==> src/rtl/rwd_pkg.sv <==
package rwd_pkg;
    typedef enum logic [1:0] {
        ST_EMPTY = 2'd0,
        ST_FILL  = 2'd1,
        ST_RUN   = 2'd2
    } rwd_state_e;
endpackage

==> src/rtl/rwd_ctrl.sv <==
module rwd_ctrl
    import rwd_pkg::*;
#(
    parameter int MAX_LEN  = 16,
    parameter int LEN_IN_W = 8,
    localparam int PTR_W   = $clog2(MAX_LEN),
    localparam int LEN_W   = $clog2(MAX_LEN + 1)
) (
    input  logic                clk,
    input  logic                rst_n,
    input  logic                smp_valid,
    input  logic                clr,
    input  logic [LEN_IN_W-1:0] win_len,
    output logic                fill_en,
    output logic                run_en,
    output logic [PTR_W-1:0]    wr_ptr,
    output logic [PTR_W-1:0]    rd_ptr,
    output logic [LEN_W-1:0]    len_o
);
    typedef struct packed {
        rwd_state_e       st;
        logic [LEN_W-1:0] len;
        logic [PTR_W-1:0] wp;
    } ctrl_t;

    ctrl_t ctl_d, ctl_q;
    logic [LEN_W-1:0] sat_len;
    logic [PTR_W:0]   rd_sum;

    always_comb begin
        if (win_len > LEN_IN_W'(MAX_LEN)) sat_len = LEN_W'(MAX_LEN);
        else                              sat_len = win_len[LEN_W-1:0];

        rd_sum = {1'b0, ctl_q.wp} + (PTR_W+1)'(MAX_LEN) - (PTR_W+1)'(ctl_q.len);
        if (rd_sum >= (PTR_W+1)'(MAX_LEN)) rd_sum = rd_sum - (PTR_W+1)'(MAX_LEN);

        ctl_d   = ctl_q;
        fill_en = 1'b0;
        run_en  = 1'b0;
        if (clr) begin
            ctl_d.len = sat_len;
            ctl_d.wp  = '0;
            ctl_d.st  = (sat_len == '0) ? ST_EMPTY : ST_FILL;
        end else if (smp_valid) begin
            unique case (ctl_q.st)
                ST_FILL: begin
                    fill_en  = 1'b1;
                    ctl_d.st = ST_RUN;
                end
                ST_RUN: begin
                    run_en   = 1'b1;
                    ctl_d.wp = (ctl_q.wp == PTR_W'(MAX_LEN - 1)) ? '0 : ctl_q.wp + 1'b1;
                end
                default: ;
            endcase
        end
    end

    always_ff @(posedge clk or negedge rst_n) begin
        if (!rst_n) ctl_q <= '{st: ST_EMPTY, len: '0, wp: '0};
        else        ctl_q <= ctl_d;
    end

    assign wr_ptr = ctl_q.wp;
    assign rd_ptr = rd_sum[PTR_W-1:0];
    assign len_o  = ctl_q.len;


    len_hold_chk: assert property (@(posedge clk) disable iff (!rst_n)
        !clr |=> $stable(len_o));


    len_sat_chk: assert property (@(posedge clk) disable iff (!rst_n)
        len_o <= LEN_W'(MAX_LEN));
endmodule

==> src/rtl/rwd_hist.sv <==
module rwd_hist #(
    parameter int DATA_W  = 12,
    parameter int MAX_LEN = 16,
    localparam int PTR_W  = $clog2(MAX_LEN)
) (
    input  logic              clk,
    input  logic              rst_n,
    input  logic              fill_en,
    input  logic              wr_en,
    input  logic [PTR_W-1:0]  wr_ptr,
    input  logic [PTR_W-1:0]  rd_ptr,
    input  logic [DATA_W-1:0] wr_data,
    output logic [DATA_W-1:0] rd_data
);
    logic [DATA_W-1:0] mem_d [MAX_LEN];
    logic [DATA_W-1:0] mem_q [MAX_LEN];

    for (genvar i = 0; i < MAX_LEN; i++) begin : g_slot
        always_comb begin
            if (fill_en)                                  mem_d[i] = wr_data;
            else if (wr_en && (wr_ptr == PTR_W'(i)))      mem_d[i] = wr_data;
            else                                          mem_d[i] = mem_q[i];
        end

        always_ff @(posedge clk or negedge rst_n) begin
            if (!rst_n) mem_q[i] <= '0;
            else        mem_q[i] <= mem_d[i];
        end
    end

    assign rd_data = mem_q[rd_ptr];
endmodule

==> src/rtl/rwd_sub.sv <==
module rwd_sub #(
    parameter int DATA_W = 12
) (
    input  logic              clk,
    input  logic              rst_n,
    input  logic              en,
    input  logic [DATA_W-1:0] new_s,
    input  logic [DATA_W-1:0] old_s,
    output logic              out_valid,
    output logic [DATA_W:0]   out_data
);
    typedef struct packed {
        logic            vld;
        logic [DATA_W:0] dif;
    } sub_t;

    sub_t sub_d, sub_q;

    always_comb begin
        sub_d     = sub_q;
        sub_d.vld = en;
        if (en) sub_d.dif = {new_s[DATA_W-1], new_s} - {old_s[DATA_W-1], old_s};
    end

    always_ff @(posedge clk or negedge rst_n) begin
        if (!rst_n) sub_q <= '0;
        else        sub_q <= sub_d;
    end

    assign out_valid = sub_q.vld;
    assign out_data  = sub_q.dif;


    no_overflow_chk: assert property (@(posedge clk) disable iff (!rst_n)
        out_valid |-> (out_data[DATA_W] == ($signed($past(new_s)) < $signed($past(old_s)))));
endmodule

==> src/rtl/rate_window_diff.sv <==
module rate_window_diff #(
    parameter int DATA_W   = 12,
    parameter int MAX_LEN  = 16,
    parameter int LEN_IN_W = 8,
    localparam int PTR_W   = $clog2(MAX_LEN),
    localparam int LEN_W   = $clog2(MAX_LEN + 1)
) (
    input  logic                clk,
    input  logic                rst_n,
    input  logic                smp_valid,
    input  logic [DATA_W-1:0]   smp_data,
    input  logic [LEN_IN_W-1:0] win_len,
    input  logic                clr,
    output logic                diff_valid,
    output logic [DATA_W:0]     diff_data
);
    logic              fill_en, run_en;
    logic [PTR_W-1:0]  wr_ptr, rd_ptr;
    logic [LEN_W-1:0]  cur_len;
    logic [DATA_W-1:0] oldest;

    rwd_ctrl #(.MAX_LEN(MAX_LEN), .LEN_IN_W(LEN_IN_W)) u_ctrl (
        .clk(clk), .rst_n(rst_n), .smp_valid(smp_valid), .clr(clr),
        .win_len(win_len), .fill_en(fill_en), .run_en(run_en),
        .wr_ptr(wr_ptr), .rd_ptr(rd_ptr), .len_o(cur_len)
    );

    rwd_hist #(.DATA_W(DATA_W), .MAX_LEN(MAX_LEN)) u_hist (
        .clk(clk), .rst_n(rst_n), .fill_en(fill_en), .wr_en(run_en),
        .wr_ptr(wr_ptr), .rd_ptr(rd_ptr), .wr_data(smp_data), .rd_data(oldest)
    );

    rwd_sub #(.DATA_W(DATA_W)) u_sub (
        .clk(clk), .rst_n(rst_n), .en(run_en), .new_s(smp_data),
        .old_s(oldest), .out_valid(diff_valid), .out_data(diff_data)
    );


    no_spurious_out_chk: assert property (@(posedge clk) disable iff (!rst_n)
        !(smp_valid && !clr) |=> !diff_valid);


    zero_len_silent_chk: assert property (@(posedge clk) disable iff (!rst_n)
        (cur_len == '0) |=> !diff_valid);


    fill_silent_chk: assert property (@(posedge clk) disable iff (!rst_n)
        fill_en |=> !diff_valid);
endmodule

==> config.mk <==
export PLATFORM = sky130hd
export DESIGN_NAME = rate_window_diff
export DESIGN_NICKNAME = d
export VERILOG_FILES = /design/src/rtl/rwd_pkg.sv /design/src/rtl/rwd_ctrl.sv /design/src/rtl/rwd_hist.sv /design/src/rtl/rwd_sub.sv /design/src/rtl/rate_window_diff.sv
export SDC_FILE = /design/constraint.sdc
export NUM_CORES = 1
export LEC_CHECK = 0
export BUFFER_PORTS_ARGS = -buffer_cell sky130_fd_sc_hd__buf_4
export CAP_MARGIN = 20
export CELL_PAD_IN_SITES_DETAIL_PLACEMENT = 1
export CELL_PAD_IN_SITES_GLOBAL_PLACEMENT = 1
export CORE_ASPECT_RATIO = 0.75
export CORE_MARGIN = 2
export CORE_UTILIZATION = 30
export DETAILED_ROUTE_END_ITERATION = 8
export GPL_ROUTABILITY_DRIVEN = 1
export MAX_ROUTING_LAYER = met4
export PLACE_DENSITY_LB_ADDON = 0.1
export SKIP_CTS_REPAIR_TIMING = 1
export SYNTH_ARGS = -nofsm -noshare
export SYNTH_HDL_FRONTEND = slang
export SYNTH_SLANG_ARGS = --single-unit
export TNS_END_PERCENT = 10
==> constraint.sdc <==
create_clock -name clk -period 4.85 [get_ports clk]
set_input_delay 0.485 -clock clk [delete_from_list [all_inputs] [get_ports clk]]
set_output_delay 0.485 -clock clk [all_outputs]
set_load 0.03 [all_outputs]
==> metrics.yaml, run 1 <==
status:
  status: "complete, but fails checks"
  violations: "negative hold slack"
final_layout:
  fin_nets: 844
  layout_common_cells: "216 x dfrtp_1, 173 x mux2_2, 62 x buf_4"
  final_area_um2: 12100
  layout_commonest_cell: "dfrtp_1"
  syn_to_final_growth_pct: 16.1
  diodes: 0
  drive_gt1_share_pct: 43.0
  fin_cells: 1269
place:
  postPlaceCellArea_um2: 11400
  place_congestion: 0.772
  numPortBuffers: 37
  dp_hpwl_um: 20000
  placedCellCount: 1229
pwr:
  clock_power_share_pct: 31.3
  p_sw_mw: 1.76
  p_int_mw: 4.03
  switching_share_pct: 30.4
  ir_drop_v: 0.000277
  p_per_area_nw_per_um2: 477
  p_comb_share_pct: 25.7
  leakage_nw: 5.22
  power_mw: 5.79
  power_frac_seq_pct: 43.0
clocking:
  cts_inserted_buffers: 25
  cts.path.max_buffers: 3
  cts_tree: "done"
  path_clk_slew_ns: 0.06
  htree_num_levels: 1
  clockRootBuffer: "clkbuf_16"
  cts.sinks: 216
  clk_latency_ns: 0.56
critical_path:
  arrival_ns: 4.87
  cp.depth: 14
  slowest_delay_ns: 0.99
  critPathSlowestCell: "fa_2"
  r2r_slack_ns: 0.40
  cp-endpoint: "u_sub.out_data[10]"
  criticalPathCategory: "reg -> reg"
  startpoint: "u_ctrl.wr_ptr[0]"
  critPathMaxFanout: 16
  r2r_end: "u_sub.out_data[10]"
  path_delay_family: "adder cells"
  cp.required_ns: 5.27
  critPathCaptureType: "flop"
  crit_buf_inv: 3
  path_cells: "inv_1 -> ha_2 -> inv_1 -> fa_2 -> buf_4 -> mux4_2 -> mux2i_1 -> mux2_2 -> ha_1 -> o211ai_1 -> a21oi_1 -> o21ai_0 -> mux2i_1 -> nand2_1"
  timing.rr.start: "u_ctrl.wr_ptr[0]"
  crit_path_start_kind: "flop"
  rr_worst_depth: 14
synth:
  synth_compound_area_share_pct: 5.52
  synthesis.nets: 804
  synthCells: 759
  synth_enable_flop_cells: 0
  synth.distinct_cells: 49
  synthSimpleGateAreaFrac_pct: 4.76
  synthFlopType: "dfrtp_1"
  synth.area.mux_share_pct: 31.9
  yosysSeqAreaShare_pct: 51.8
  synthesis.area_um2: 10400
  avgSynthCellArea_um2: 13.8
  yosys_warnings: 0
  async_flop_share_pct: 100
  synth-xor-area-share_pct: 0.755
  synth_top_family_by_area: "multiplexers"
  synth_fa_ha_area_share_pct: 2.66
  ys_ff_latch: 216
timing:
  rsz0062_at_grt: "no"
  period_share_pct: 91.7
  tightest_slew_ns: 1.07
  fmax_mhz: 225
  hold_viol_final: 6
  min_period_ns: 4.45
  setup_tns_ns: 0
  drv_slew: 0
  slew_headroom_pct: 28.7
  final.setup_skew_ns: 0.0234
  setup_violations: 0
  whs_ns: -0.00515
grt:
  grt_pass1_vias: 7261
  grt_pass1_wl_um: 48100
  antenna_found_initial: 0
  grt_max_degree: 116
  grt_util_all_layers_pct: 18.8
  grt-ovfl-total: 0
floorplanning:
  rows: 59
  die_area_um2: 36300
  die_x_um: 219
  io_pins: 38
  initial_utilization_pct: 30.3
  core_area_um2: 34500
  die_h_um: 166
drt:
  drt_pre_antenna_iters: 4
  vias: 6498
  drc: 0
  wl_per_cell_um: 25.0
  topRoutingLayerUsed: "met4"
  postRouteAntennaNets: 0
  met3_length_um: 1230
  viasPerCell: 5.12
  drt-met1-wl_um: 15100
  routed_wirelength_um: 31700
  met2_length_um: 14500
  first_iter_violations: 392
flow_run:
  max-cap-violations: 0
worst_hold_path:
  hold_path.class: "in -> async"
## routing by layer
layer | track usage (%) | vias to the layer above
li1 | - | 2858
met1 | 25.6 | 3481
met2 | 29.4 | 115
met3 | 2.91 | 44
met4 | 5.19 | 0
met5 | - | -
## registers in the layout (all words and copies together), names as in the netlist
name and flops:
u_sub.out_data 13, u_ctrl.len_o 4, u_ctrl.wr_ptr 4, u_hist.mem_q 192, u_sub.out_valid 1, u_ctrl.ctl_q 2
## final cells by class
class                           count  area (um2)
Inverter                           11        41.3
Clock inverter                      6        51.3
Fill cell                        3572       22300
Tap cell                          457         572
Multi-Input combinational cell    481        4840
Timing Repair Buffer               64         500
Clock buffer                       34         719
Sequential cell                   216        5410
## power groups by stage
| stage | Sequential, mW | Clock (mW) | Combinational [mW] |
|---|---|---|---|
| 2_1_floorplan | 2.51 | 0 | 0.954 |
| 3_5_place_dp | 2.52 | 0 | 1.50 |
| 5_1_grt | 2.54 | 1.94 | 1.62 |
| 4_1_cts | 2.49 | 1.87 | 1.51 |
| 3_3_place_gp | 2.48 | 0 | 1.46 |
| 6_report | 2.49 | 1.81 | 1.49 |
## synthesized netlist by cell type (2+ instances only)
cell      instances  area (um2)
a21o_1            4        30.0
mux4_2           48        1080
a21oi_1          25         125
mux2_2          173        1950
nand4_1           3        18.8
nor2_1           16        60.1
nand2b_1          6        37.5
nand2_1          54         203
nand3_1           3        15.0
o21ai_0          46         230
inv_1            10        37.5
a21oi_2           7        61.3
and3_1            2        12.5
a22oi_1           2        15.0
a31oi_1           3        18.8
a21boi_0          2        15.0
dfrtp_1         216        5410
o211ai_1          2        15.0
xor2_1            4        35.0
buf_2            25         125
nor3_1            5        25.0
fa_1              2        40.0
xnor2_1           5        43.8
mux2i_1          30         300
clkbuf_1         21        78.8
ha_1             19         238
buf_4             4        30.0
## through the flow
stage          setup WS (ns)  util, %
2_1_floorplan           1.12        -
3_3_place_gp           0.419     32.9
3_5_place_dp           0.414     32.9
4_1_cts                0.397     35.2
5_1_grt               0.0387     35.2
6_report               0.402     35.2
## kinds of logic after synthesis
group / Yosys count
buffers and inverters: 62
adders and majority gates: 21
xor gates and xnor gates: 9
muxes: 251
AOI/OAI and AO/OA: 98
DFF: 216
and+or+nand+nor: 102
## how the worst min path moves through the flow
stage                           start                end  slack [ns]  depth (start not counted)
floorplan                       rst_n   u_ctrl.ctl_q[10]        0.19                          0
global placement    u_hist.mem_q[157]  u_hist.mem_q[157]        0.46                          2
detailed placement  u_hist.mem_q[133]  u_hist.mem_q[133]        0.47                          2
CTS                             rst_n  u_hist.mem_q[119]        0.06                          1
global route                    rst_n  u_hist.mem_q[107]         0.1                          1
finish                          rst_n  u_hist.mem_q[107]      -0.005                          1
Note: power is estimated with default switching activity, not from simulation.
==> run 2, diff against run 1 <==
Settings changed: CELL_PAD_IN_SITES_DETAIL_PLACEMENT 1 to default, CELL_PAD_IN_SITES_GLOBAL_PLACEMENT 1 to default, CTS_BUF_LIST from default to sky130_fd_sc_hd__clkbuf_16, PLACE_DENSITY_LB_ADDON 0.1 to default.
==> run 2 against run 1 <==
Compared with the run above: the run now ends clean; highest routed layer unchanged; maximum frequency is 6.0% higher; first-iteration DRC count grew 2.0%; critical path depth did not move; global-route usage is 4.0 points lower; largest cell class unchanged.
==> metrics.yaml, run 2 (synthesis results as in run 1) <==
status:
  status: "completed"
pwr:
  power_mw: 5.58  # -3.6%
  switching_share_pct: 29.1  # -1.3 points
  p_sw_mw: 1.62  # -7.8%
  clock_power_share_pct: 29.9  # -1.4 points
  power_frac_seq_pct: 44.4  # +1.4 points
  leakage_nw: 5.21  # -0.20%
  ir_drop_v: 0.000302  # +9.0%
  p_comb_share_pct: 25.8  # about the same
  p_int_mw: 3.96  # -1.7%
  p_per_area_nw_per_um2: 462  # -3.2%
clocking:
  cts_inserted_buffers: 23  # -8.0%
  clk_latency_ns: 0.51  # -0.05 ns
  cts_tree: "done"
  clockRootBuffer: "clkbuf_16"
  cts.path.max_buffers: 3  # unchanged
  htree_num_levels: 1  # unchanged
  cts.sinks: 216  # unchanged
  path_clk_slew_ns: 0.07  # about the same
timing:
  rsz0062_at_grt: "no"
  slew_headroom_pct: 21.5  # -7.2 points
  drv_slew: 0  # unchanged
  tightest_slew_ns: 1.18  # +0.107 ns
  setup_tns_ns: 0  # unchanged
  setup_violations: 0  # unchanged
  period_share_pct: 86.5  # -5.2 points
  min_period_ns: 4.19  # -0.253 ns
  final.setup_skew_ns: 0.00993  # -0.0134 ns
  fmax_mhz: 238  # +6.0%
  hold_viol_final: 0  # -6
grt:
  grt_pass1_wl_um: 39200  # -18%
  grt-ovfl-total: 0  # unchanged
  antenna_found_initial: 0  # unchanged
  grt_util_all_layers_pct: 14.8  # -4.0 points
  grt_pass1_vias: 6426  # -11%
  grt_max_degree: 110  # -5.2%
critical_path:
  timing.rr.start: "u_ctrl.wr_ptr[0]"
  crit_path_start_kind: "flop"
  critPathMaxFanout: 24  # +8
  rr_worst_depth: 14  # unchanged
  criticalPathCategory: "reg -> reg"
  r2r_end: "u_sub.out_data[11]"
  cp.required_ns: 5.29  # +0.02 ns
  critPathCaptureType: "flop"
  r2r_slack_ns: 0.66  # +0.25 ns
  arrival_ns: 4.63  # -0.24 ns
drt:
  vias: 6326  # -2.6%
  drc: 0  # unchanged
  drt_pre_antenna_iters: 4  # unchanged
  routed_wirelength_um: 25300  # -20%
  viasPerCell: 4.98  # -2.7%
  wl_per_cell_um: 19.9  # -20%
  first_iter_violations: 400  # +2.0%
  postRouteAntennaNets: 0  # unchanged
floorplanning:
  initial_utilization_pct: 30.3  # unchanged
  die_x_um: 219  # unchanged
  die_h_um: 166  # unchanged
  die_area_um2: 36300  # unchanged
  rows: 59  # unchanged
  io_pins: 38  # unchanged
  core_area_um2: 34500  # unchanged
final_layout:
  largest_reg_flops: 192  # unchanged
  drive_gt1_share_pct: 42.6  # -0.42 points
  layout_commonest_cell: "dfrtp_1"
  layout_common_cells: "216 x dfrtp_1, 173 x mux2_2, 60 x buf_4"
  fin_nets: 844  # unchanged
  syn_to_final_growth_pct: 15.7
  top_register: "u_hist.mem_q"
  fin_cells: 1270  # +0.079%
  diodes: 0  # unchanged
place:
  placedCellCount: 1231  # +0.16%
  place_congestion: 0.858  # +11%
  numPortBuffers: 37  # unchanged
  dp_hpwl_um: 16400  # -18%
flow_run:
  max-cap-violations: 0  # unchanged
worst_hold_path:
  hold_path.class: "in -> async"
run 2: final cells by class:
cell class / instances / area [um2]
clock buffers: 23 / 576
clock inverters: 16 / 126
flip-flops and latches: 216 / 5410
fillers: 3277 / 22400
well taps: 457 / 572
repair buffers: 66 / 547
multi-input cells: 481 / 4810
inverters: 11 / 41.3
run 2: worst max-delay path, stage by stage, from the launching register on:
cell and delay, ns:
dfrtp_1 0.44, inv_1 0.14, ha_2 0.18, inv_1 0.06, fa_2 0.85, buf_12 0.29
mux4_2 0.52, mux2i_1 0.19, mux2_2 0.22, ha_1 0.28, a21oi_1 0.26, nor2b_1 0.17
a21oi_1 0.12, o311a_1 0.35, nand2_1 0.06
run 2: routing by layer:
metal / global-route usage (%) / share of wire, % / up-vias
li1: - / - / 2877
met3: 2.95 / 5.1 / 37
met1: 20.6 / 48 / 3282
met2: 22.0 / 44 / 130
met5: - / 0 / -
met4: 4.48 / 3.0 / 0
run 2: worst max-delay path by stage:
stage               cells after the start  slack [ns]                 end             start
finish                                 14        0.66  u_sub.out_data[11]  u_ctrl.wr_ptr[0]
detailed placement                     14        0.68  u_sub.out_data[11]  u_ctrl.wr_ptr[0]
global route                           14        0.40  u_sub.out_data[11]  u_ctrl.wr_ptr[0]
CTS                                    14        0.62  u_sub.out_data[11]  u_ctrl.wr_ptr[0]
global placement                       14        0.72  u_sub.out_data[11]  u_ctrl.wr_ptr[0]
floorplan                              15        1.12  u_sub.out_data[10]  u_ctrl.wr_ptr[0]
run 2: power by group through the flow:
| stage | clock network, mW | registers (mW) | logic [mW] |
|---|---|---|---|
| global placement | 0 | 2.49 | 1.41 |
| floorplan | 0 | 2.51 | 0.954 |
| global route | 1.79 | 2.52 | 1.56 |
| CTS | 1.71 | 2.47 | 1.45 |
| finish | 1.67 | 2.48 | 1.44 |
| detailed placement | 0 | 2.50 | 1.44 |
run 2: through the flow:
step                      cell area [um2]  util (%)  hold slack, ns  worst slack (ns)
after floorplan                     10400         -           0.189              1.12
after global placement              11300      32.9           0.461             0.719
after detailed placement            11400      33.0           0.465             0.678
after CTS                           12100      35.0          0.0703             0.617
after global routing                12100      35.0          0.0949             0.397
final                               12100      35.0          0.0196             0.655
